==> src/rtl/dbi_pkg.sv <==
package dbi_pkg;

    localparam int DIBIT_W = 2;
    localparam int CTRL_W  = 5;

    typedef enum logic [1:0] {
        MODE_ALT0           = 2'b00,
        MODE_PARALLEL_SLAVE = 2'b01,
        MODE_ALT2           = 2'b10,
        MODE_ALT3           = 2'b11
    } if_mode_e;

    // Control register, bit 4 down to bit 0.
    typedef struct packed {
        logic     tx_fall;
        logic     rx_fall;
        logic     stagger;
        if_mode_e mode;
    } ctrl_t;

endpackage

==> src/rtl/dbi_edge_detect.sv <==
module dbi_edge_detect (
    input  logic clk,
    input  logic rst_n,
    input  logic bclk_i,
    input  logic fall_sel_i,
    output logic edge_o
);

    typedef struct packed {
        logic [2:0] sh;
    } edge_st_t;

    edge_st_t st_d, st_q;

    always_comb begin
        st_d    = st_q;
        st_d.sh = {st_q.sh[1:0], bclk_i};
    end

    always_ff @(posedge clk or negedge rst_n) begin
        if (!rst_n) st_q <= '0;
        else        st_q <= st_d;
    end

    assign edge_o = fall_sel_i ? (st_q.sh[2] & ~st_q.sh[1])
                               : (st_q.sh[1] & ~st_q.sh[2]);

    // one baud clock never yields edges in adjacent cycles
    assert_edge_spacing_R5: assert property (@(posedge clk) disable iff (!rst_n)
        (edge_o && $stable(fall_sel_i)) |=> !edge_o);

endmodule

==> src/rtl/dbi_fifo.sv <==
module dbi_fifo #(
    parameter int DEPTH = 8,
    parameter int W     = 2
) (
    input  logic         clk,
    input  logic         rst_n,
    input  logic         stagger_i,
    input  logic         wr_en_i,
    input  logic [W-1:0] wr_data_i,
    input  logic         rd_en_i,
    output logic [W-1:0] rd_data_o,
    output logic         rd_ok_o,
    output logic         full_o,
    output logic         empty_o
);

    localparam int AW   = $clog2(DEPTH);
    localparam int PW   = AW + 1;
    localparam int HALF = DEPTH / 2;

    typedef struct packed {
        logic [DEPTH-1:0][W-1:0] mem;
        logic [PW-1:0]           wptr;
        logic [PW-1:0]           rptr;
    } fifo_st_t;

    fifo_st_t    st_d, st_q;
    logic [PW-1:0] level;
    logic        wr_ok;

    assign level     = st_q.wptr - st_q.rptr;
    assign full_o    = (level == PW'(DEPTH));
    assign empty_o   = (level == '0);
    assign wr_ok     = wr_en_i & ~full_o & ~stagger_i;
    assign rd_ok_o   = rd_en_i & ~empty_o & ~stagger_i;
    assign rd_data_o = st_q.mem[st_q.rptr[AW-1:0]];

    always_comb begin
        st_d = st_q;
        if (stagger_i) begin
            st_d.mem  = '0;
            st_d.rptr = '0;
            st_d.wptr = PW'(HALF);
        end else begin
            if (wr_ok) begin
                st_d.mem[st_q.wptr[AW-1:0]] = wr_data_i;
                st_d.wptr = st_q.wptr + PW'(1);
            end
            if (rd_ok_o) begin
                st_d.rptr = st_q.rptr + PW'(1);
            end
        end
    end

    always_ff @(posedge clk or negedge rst_n) begin
        if (!rst_n) st_q <= '0;
        else        st_q <= st_d;
    end

    // occupancy never exceeds the depth
    assert_level_bound_R7: assert property (@(posedge clk) disable iff (!rst_n)
        level <= PW'(DEPTH));

    // the stagger bit leaves the buffer exactly half full
    assert_stagger_half_R6: assert property (@(posedge clk) disable iff (!rst_n)
        stagger_i |=> (level == PW'(HALF)));

    // a write into a full buffer with no read leaves it full
    assert_drop_keeps_full_R7: assert property (@(posedge clk) disable iff (!rst_n)
        (full_o && wr_en_i && !rd_en_i && !stagger_i) |=> full_o);

    // a read with a write in the same cycle on an empty buffer delivers nothing
    assert_empty_no_read_R12: assert property (@(posedge clk) disable iff (!rst_n)
        (empty_o && wr_en_i && !stagger_i) |=> !empty_o);

endmodule

==> src/rtl/dbi_baud_if.sv <==
module dbi_baud_if
    import dbi_pkg::*;
#(
    parameter int DEPTH = 8
) (
    input  logic               clk,
    input  logic               rst_n,
    input  logic               ctrl_wr_i,
    input  logic [CTRL_W-1:0]  ctrl_wdata_i,
    output logic [7:0]         ctrl_rdata_o,
    input  logic               tx_baud_clk_i,
    input  logic [DIBIT_W-1:0] tx_dibit_i,
    input  logic               sym_tick_i,
    output logic [DIBIT_W-1:0] core_tx_dibit_o,
    output logic               core_tx_valid_o,
    input  logic [DIBIT_W-1:0] core_rx_dibit_i,
    input  logic               rx_baud_clk_i,
    output logic [DIBIT_W-1:0] rx_dibit_o,
    output logic               tx_ovf_o,
    output logic               rx_unf_o
);

    localparam int PAD_W = 8 - CTRL_W;

    typedef struct packed {
        ctrl_t              ctrl;
        logic [DIBIT_W-1:0] tx_pipe1;
        logic [DIBIT_W-1:0] tx_pipe2;
        logic [DIBIT_W-1:0] core_tx;
        logic               core_vld;
        logic [DIBIT_W-1:0] rx_out;
        logic               tx_ovf;
        logic               rx_unf;
    } top_st_t;

    top_st_t st_d, st_q;

    logic ps_mode, active, stag;
    logic tx_edge, rx_edge;
    logic tx_wr, tx_rd, tx_rd_ok, tx_full, tx_empty;
    logic rx_wr, rx_rd, rx_rd_ok, rx_full, rx_empty;
    logic [DIBIT_W-1:0] tx_head, rx_head;

    assign ps_mode = (st_q.ctrl.mode == MODE_PARALLEL_SLAVE);
    assign stag    = ps_mode & st_q.ctrl.stagger;
    assign active  = ps_mode & ~st_q.ctrl.stagger;

    dbi_edge_detect u_tx_edge (
        .clk        (clk),
        .rst_n      (rst_n),
        .bclk_i     (tx_baud_clk_i),
        .fall_sel_i (st_q.ctrl.tx_fall),
        .edge_o     (tx_edge)
    );

    dbi_edge_detect u_rx_edge (
        .clk        (clk),
        .rst_n      (rst_n),
        .bclk_i     (rx_baud_clk_i),
        .fall_sel_i (st_q.ctrl.rx_fall),
        .edge_o     (rx_edge)
    );

    assign tx_wr = active & tx_edge;
    assign tx_rd = active & sym_tick_i;
    assign rx_wr = active & sym_tick_i;
    assign rx_rd = active & rx_edge;

    dbi_fifo #(.DEPTH(DEPTH), .W(DIBIT_W)) u_tx_fifo (
        .clk       (clk),
        .rst_n     (rst_n),
        .stagger_i (stag),
        .wr_en_i   (tx_wr),
        .wr_data_i (st_q.tx_pipe2),
        .rd_en_i   (tx_rd),
        .rd_data_o (tx_head),
        .rd_ok_o   (tx_rd_ok),
        .full_o    (tx_full),
        .empty_o   (tx_empty)
    );

    dbi_fifo #(.DEPTH(DEPTH), .W(DIBIT_W)) u_rx_fifo (
        .clk       (clk),
        .rst_n     (rst_n),
        .stagger_i (stag),
        .wr_en_i   (rx_wr),
        .wr_data_i (core_rx_dibit_i),
        .rd_en_i   (rx_rd),
        .rd_data_o (rx_head),
        .rd_ok_o   (rx_rd_ok),
        .full_o    (rx_full),
        .empty_o   (rx_empty)
    );

    always_comb begin
        st_d          = st_q;
        st_d.tx_pipe1 = tx_dibit_i;
        st_d.tx_pipe2 = st_q.tx_pipe1;
        st_d.core_vld = tx_rd_ok;
        if (ctrl_wr_i) begin
            st_d.ctrl = ctrl_t'(ctrl_wdata_i);
        end
        if (tx_rd_ok) begin
            st_d.core_tx = tx_head;
        end
        if (tx_wr && tx_full) begin
            st_d.tx_ovf = 1'b1;
        end
        if (rx_rd_ok) begin
            st_d.rx_out = rx_head;
        end
        if (rx_rd && rx_empty) begin
            st_d.rx_unf = 1'b1;
        end
    end

    always_ff @(posedge clk or negedge rst_n) begin
        if (!rst_n) st_q <= '0;
        else        st_q <= st_d;
    end

    assign ctrl_rdata_o    = {{PAD_W{1'b0}}, st_q.ctrl};
    assign core_tx_dibit_o = st_q.core_tx;
    assign core_tx_valid_o = st_q.core_vld;
    assign rx_dibit_o      = st_q.rx_out;
    assign tx_ovf_o        = st_q.tx_ovf;
    assign rx_unf_o        = st_q.rx_unf;

    // a delivery pulse only follows a symbol tick
    assert_valid_after_tick_R3: assert property (@(posedge clk) disable iff (!rst_n)
        core_tx_valid_o |-> $past(sym_tick_i));

    // a tick on an empty transmit buffer delivers nothing
    assert_empty_tick_R8: assert property (@(posedge clk) disable iff (!rst_n)
        (tx_empty && !stag) |=> !core_tx_valid_o);

    // overflow flag is sticky
    assert_ovf_sticky_R7: assert property (@(posedge clk) disable iff (!rst_n)
        tx_ovf_o |=> tx_ovf_o);

    // underflow flag is sticky
    assert_unf_sticky_R9: assert property (@(posedge clk) disable iff (!rst_n)
        rx_unf_o |=> rx_unf_o);

    // the external receive dibit only moves on a successful pop
    assert_rx_hold_R9: assert property (@(posedge clk) disable iff (!rst_n)
        !rx_rd_ok |=> $stable(rx_dibit_o));

    // a tick on a full receive buffer without a pop keeps it full
    assert_rx_full_drop_R10: assert property (@(posedge clk) disable iff (!rst_n)
        (rx_full && rx_wr && !rx_rd) |=> rx_full);

    // outside parallel slave mode nothing is delivered
    assert_idle_mode_R11: assert property (@(posedge clk) disable iff (!rst_n)
        !ps_mode |=> !core_tx_valid_o);

endmodule

==> config.mk <==
export PLATFORM = sky130hd
export DESIGN_NAME = dbi_baud_if
export DESIGN_NICKNAME = d
export VERILOG_FILES = /design/src/rtl/dbi_pkg.sv /design/src/rtl/dbi_edge_detect.sv /design/src/rtl/dbi_fifo.sv /design/src/rtl/dbi_baud_if.sv
export SDC_FILE = /design/constraint.sdc
export NUM_CORES = 1
export LEC_CHECK = 0
export ABC_CLOCK_PERIOD_IN_PS = 3400
export BUFFER_PORTS_ARGS = -buffer_cell sky130_fd_sc_hd__buf_2
export CELL_PAD_IN_SITES_DETAIL_PLACEMENT = 0
export CELL_PAD_IN_SITES_GLOBAL_PLACEMENT = 2
export CORE_ASPECT_RATIO = 1.25
export CORE_MARGIN = 2
export CORE_UTILIZATION = 39
export CTS_BUF_LIST = sky130_fd_sc_hd__clkbuf_8 sky130_fd_sc_hd__clkbuf_16
export CTS_CLUSTER_DIAMETER = 60
export CTS_CLUSTER_SIZE = 30
export DETAILED_ROUTE_END_ITERATION = 10
export PLACE_DENSITY_LB_ADDON = 0.1
export SLEW_MARGIN = 20
export SYNTH_ARGS = -nofsm -noshare
export SYNTH_HDL_FRONTEND = slang
export SYNTH_SLANG_ARGS = --single-unit
export TNS_END_PERCENT = 50
==> constraint.sdc <==
create_clock -name clk -period 3.4 [get_ports clk]
set_clock_uncertainty 0.1 [all_clocks]
set_input_delay 0.51 -clock clk [delete_from_list [all_inputs] [get_ports clk]]
set_output_delay 0.51 -clock clk [all_outputs]
set_load 0.02 [all_outputs]
Word-level counts from Yosys, hierarchy flattened
Cells that the tools add are included.
{ "word_totals": {"register_bits": 70, "input_bits": 15, "output_inout_bits": 15} }
{ "classes": {"add_sub_neg": 6, "order_cmp": 6, "eq_ne": 3, "muxes": 18, "n_bitwise": 27, "n_reduce_logical": 10} }
{ "op_table": {"columns": ["cell", "n"], "rows": [
  ["$mux W24", 2],
  ["$mux W20", 2],
  ["$bwmux W16", 2],
  ["$and A1 B1 Y1", 17],
  ["$add A4 B1 Y4 const B", 4],
  ["$lt A3 B4 Y1 const B", 4],
  ["$bmux W2 S3", 2],
  ["$demux W2 S3", 2],
  ["$not A1 Y1", 10],
  ["$eq A4 B4 Y1 const B", 2],
  ["$logic_not A4 Y1", 2],
  ["$mux W2", 4],
  ["$mux W4", 2],
  ["$reduce_bool A2 Y1", 4],
  ["$sub A4 B4 Y4", 2],
  ["$ge A3 B1 Y1 const B", 2],
  ["$logic_and A1 B1 Y1", 4],
  ["$eq A2 B1 Y1 const B", 1],
  ["$mux W1", 2]
]} }

Depth between registers and ports, before layout
{ "depth": {"depth_word": 8, "mapped_depth": 9, "depth_no_buf": 7} }

Modules after synthesis
A second synthesis with hierarchy kept.
{ "unflattened": {"hier_cells": 350, "hier_area_um2": 3818.7} }
{ "by_module_without_submodules": {"columns": ["mod", "n_inst", "cells_per_inst", "area_per_inst_um2"], "rows": [
  ["dbi_fifo at u_rx_fifo", 1, 147, 1486.4],
  ["dbi_fifo at u_tx_fifo", 1, 147, 1478.9],
  ["dbi_baud_if", 1, 44, 658.1],
  ["dbi_edge_detect", 2, 6, 97.6]
]} }

Worst setup path after synthesis
No wires, ideal clock.
{ "synth_timing": {"path_type": "reg2reg", "from": "register u_rx_fifo.st_q[1] in the netlist's numbering", "to": "register u_rx_fifo.st_q[20] in the netlist's numbering", "setup_ps": 79, "arrival_time_ps": 2187, "required_time_ps": 3221, "setup_slack_ps": 1034, "path_stages_with_launch": 10, "path_buffers": 2, "synth_period_minus_slack_ps": 2366, "cell_sequence": "dfrtp_1 -> clkbuf_1 -> inv_1 -> ha_1 -> and3b_1 -> nor3_1 -> or4_1 -> buf_2 -> nand4_1 -> mux2i_1"} }
{ "synth_via": {"elab_chain_len": 6} }
{ "synth_rtl": {"columns": ["item", "line_no", "rtl"], "rows": [
  ["from (decl)", "dbi_fifo.sv:27", "fifo_st_t st_d, st_q;"],
  ["from (signal assigned)", "dbi_fifo.sv:57", "else st_q <= st_d;"],
  ["$sub A4 B4 Y4", "dbi_fifo.sv:31", "assign level = st_q.wptr - st_q.rptr;"],
  ["$eq A4 B4 Y1", "dbi_fifo.sv:32", "assign full_o = (level == PW'(DEPTH));"],
  ["$not A1 Y1", "dbi_fifo.sv:34", "assign wr_ok = wr_en_i & ~full_o & ~stagger_i;"],
  ["$and A1 B1 Y1 (2 in a row)", "dbi_fifo.sv:34", null],
  ["$reduce_bool A2 Y1 (no source line)", null, null]
]} }
No other way between the ends.
A chain may end at the register's enable or synchronous reset.

Worst setup path after layout
{ "layout_timing": {"from": "register u_rx_fifo.st_q[2] in the netlist's numbering", "to": "register u_rx_fifo.st_q[21] in the netlist's numbering"} }
Same word-level chain as after synthesis.

==> results.txt <==
Placed standard-cell area: 0.003885 mm^2
Cell Rows: 39
Layout cell share with drive strength beyond 1: 0.2065
Final core occ: 0.4543
Critical path fanouts, max: 11
Total number of H-tree levels: 3
Nets@finish: 389
Most common cell after layout, fill and taps aside: sky130_fd_sc_hd__dfrtp_1
Number of slew-limit violations in the final report: 0
Total power after layout: 2.315 mW
Remaining global-route overflow: 0
Top area cells in the synthesized netlist: sky130_fd_sc_hd__dfrtp_1, sky130_fd_sc_hd__mux2i_1, sky130_fd_sc_hd__mux4_2, sky130_fd_sc_hd__nand2_1, sky130_fd_sc_hd__ha_1
# Post-CTS Setup Buffers: 0
DPL Wire Length: 6001 um
Routed wirelength normalized by instance count: 16.63 um
Endpoint of the worst register-to-register path: u_rx_fifo.st_q[21]$_DFFE_PN0P_
Reg-to-Reg Start: u_rx_fifo.st_q[2]$_DFFE_PN0P_
Highest Clock Rate: 370.9 MHz
Slowest library cell on the worst path: sky130_fd_sc_hd__or4_1
Data arrival time of the critical path: 2850 ps
Count of unresolved DRC violations after routing: 0
Setup_tns: 0 ps
Initial antenna violation count: 0
Storage element area: 0.001752 mm^2
Cts-stage hold buffer count: 0
Kind of capture point of the worst setup path: flop
TritonCTS Buffers: 9
Setup violations, final: 0
Top_reg_cell synth: sky130_fd_sc_hd__dfrtp_1
Hold crit path type: input pin to async pin
CTS sink count: 70
Rel. slew slack: 0.3501
Total of fill cells in the finished design: 940
Largest net degree at the start of global routing: 26
Wire length of the first global-routing pass: 13320 um
Data required time at the worst endpoint: 3550 ps
Number of endpoints with negative hold slack in the final report: 0
Post-CTS resize count: 0
EDFF count, synth: 0
Result of the run: finished clean
Number of placed cells counting well taps: 476
Worst VDD drop: 0.2973 mV
Crit share post-route: 0.7930
Worst path cell trace: inv_1 -> ha_1 -> a21oi_1 -> a21oi_1 -> or4_1 -> nand4_1 -> mux2i_1
Antenna-violating nets left: 0
Num ports: 30
Multi-input gate area: 0.001757 mm^2
Worst reg-to-reg setup slack: 700 ps
Cell repeated most along the worst path: sky130_fd_sc_hd__a21oi_1
Initial Util: 0.4033
Final Instance Area: 0.004168 mm^2
Total inserted antenna cells: 0
Startpoint-to-endpoint class of the critical path: flop to flop
Number of maximum-capacitance constraint violations: 0
Floorplan die width: 91.12 um
Number of global-route vias before repair: 2579
Clock latency on the worst-skew pair: 340 ps
Area added between synthesis and finish: 12.65%
Last weighted congestion value of the routability-driven placer: 0.7877
Starting DRT DRC Count: 105
Delay of the slowest cell on the worst path: 750 ps
Area share of the leading cell type in the synthesized netlist: 0.4735
Die footprint: 0.01029 mm^2
Count of vias placed by the detailed router: 2596
R2r worst-path depth: 7
Hold Worst Slack: 61.46 ps
Seq cells post-synth: 70
Proportion of register bits with asynchronous set or reset after synthesis: 1.000
Chip Height: 112.9 um
Longest Clk Path Bufs: 2
Transition time at the pin with the least slew margin: 972.0 ps
Combined area of all synthesized cells: 0.003700 mm^2
Yosys warning total: 0
Number of library cell types mapped by synthesis: 49
Post-CTS clock slew at the launch and capture registers of the worst setup and hold paths: 60 ps
Startpoint type of the worst setup path: flop
All-layer global routing usage: 0.1708
Avg Vias per Cell: 5.287
Number of buffers added on ports: 26
Detailed Route WL: 8166 um
First-pass iteration count of the detailed router: 4
Static leakage power: 1.918 nW
Cell count after synthesis: 347
Setup slack after layout: 704.0 ps
Unrepaired setup endpoints after global routing: no
Largest area contributor in the netlist: sky130_fd_sc_hd__dfrtp_1
Most used cells in the layout excluding fill and tap cells: sky130_fd_sc_hd__dfrtp_1, sky130_fd_sc_hd__nand2_1, sky130_fd_sc_hd__mux2i_1
Cell at the root of the clock tree: sky130_fd_sc_hd__clkbuf_16
Clock tree from TritonCTS: done
Count of non-filler cells in the finished layout: 491
Total power density per cell area: 555.4 mW/mm^2
Post-Place Worst Slack: 512.9 ps
Shortest period the worst path allows: 2696 ps
Post-synthesis sequential area ratio: 0.4735
Core box area: 0.009174 mm^2
Average size of a mapped cell: 10.66 um^2
## routing by layer
metal	up-vias	GRT usage	share of wire
met2	19	0.3106	0.54
met1	1307	0.1932	0.42
met4	0	0.06364	0.016
met3	8	0.04194	0.023
met5	-	0	0
li1	1262	-	-
## cell families (layout without fill, tap and decap cells)
family / count (synthesis) / after routing / synth area share
compound gates: 51 / 51 / 0.08320
xor+xnor: 6 / 6 / 0.01420
fa+ha+maj: 10 / 10 / 0.03382
buf+inv: 42 / 61 / 0.05783
flops: 70 / 70 / 0.4735
mux: 47 / 47 / 0.1569
other cells: 1 / 3 / 0.001014
simple gates: 120 / 120 / 0.1796
## worst max-delay path by stage
stage	startpoint	end	slack, ps	cells after the start
2_1_floorplan	u_rx_fifo.st_q[1]$_DFFE_PN0P_	u_rx_fifo.st_q[20]$_DFFE_PN0P_	1030	9
3_3_place_gp	u_rx_fifo.st_q[2]$_DFFE_PN0P_	u_rx_fifo.st_q[19]$_DFFE_PN0P_	570	7
3_5_place_dp	u_rx_fifo.st_q[2]$_DFFE_PN0P_	u_rx_fifo.st_q[19]$_DFFE_PN0P_	510	7
4_1_cts	u_rx_fifo.st_q[2]$_DFFE_PN0P_	u_rx_fifo.st_q[19]$_DFFE_PN0P_	490	7
5_1_grt	u_rx_fifo.st_q[2]$_DFFE_PN0P_	u_rx_fifo.st_q[21]$_DFFE_PN0P_	520	7
6_report	u_rx_fifo.st_q[2]$_DFFE_PN0P_	u_rx_fifo.st_q[21]$_DFFE_PN0P_	700	7
## power by group
group / total [mW] / switching, mW / internal [mW]
logic: 0.457 / 0.269 / 0.188
registers: 0.994 / 0.0883 / 0.906
clock network: 0.864 / 0.354 / 0.510
total: 2.31 / 0.711 / 1.60
## registers in the layout, indices dropped and copies added (netlist names)
name             cells
u_rx_fifo.st_q      24
u_tx_fifo.st_q      24
ctrl_rdata_o         5
u_rx_edge.st_q       3
u_tx_edge.st_q       3
core_tx_dibit_o      2
rx_dibit_o           2
st_d                 2
st_q                 2
core_tx_valid_o      1
rx_unf_o             1
tx_ovf_o             1
## worst max-delay path: cells and delay by family, from the launching register on
family,cells,cell delay (ps)
compound gates,2,420
fa+ha+maj,1,390
buf+inv,1,100
flops,1,370
mux,1,220
simple gates,2,1030
## final cells by class
cell class / instances / area share
multi-input combinational: 237 / 0.4215
sequential: 70 / 0.4203
clock buffer: 10 / 0.05734
timing repair buffer: 33 / 0.04383
tap: 123 / 0.03693
inverter: 13 / 0.01171
clock inverter: 5 / 0.008406
## cells in the mapped netlist, types with 2 or more instances
cell,count
sky130_fd_sc_hd__nor3_1,4
sky130_fd_sc_hd__or3b_2,2
sky130_fd_sc_hd__o2111ai_1,2
sky130_fd_sc_hd__mux2_2,8
sky130_fd_sc_hd__mux2i_1,31
sky130_fd_sc_hd__or3_1,5
sky130_fd_sc_hd__dfrtp_1,70
sky130_fd_sc_hd__xnor2_1,2
sky130_fd_sc_hd__nand2_1,46
sky130_fd_sc_hd__nand3_1,18
sky130_fd_sc_hd__nor2_1,5
sky130_fd_sc_hd__or4_1,3
sky130_fd_sc_hd__and3_1,2
sky130_fd_sc_hd__nand3b_1,5
sky130_fd_sc_hd__a21oi_1,19
sky130_fd_sc_hd__inv_1,13
sky130_fd_sc_hd__xor2_1,4
sky130_fd_sc_hd__ha_1,10
sky130_fd_sc_hd__nor4_1,2
sky130_fd_sc_hd__o21ai_0,21
sky130_fd_sc_hd__and3b_1,2
sky130_fd_sc_hd__nand4_1,6
sky130_fd_sc_hd__clkbuf_1,13
sky130_fd_sc_hd__nor3b_1,3
sky130_fd_sc_hd__nand2b_1,3
sky130_fd_sc_hd__a21o_1,3
sky130_fd_sc_hd__mux4_2,8
sky130_fd_sc_hd__and2_1,2
sky130_fd_sc_hd__buf_4,12
sky130_fd_sc_hd__nor2b_1,3
sky130_fd_sc_hd__buf_2,2
Power figures use the tool's default switching activity.
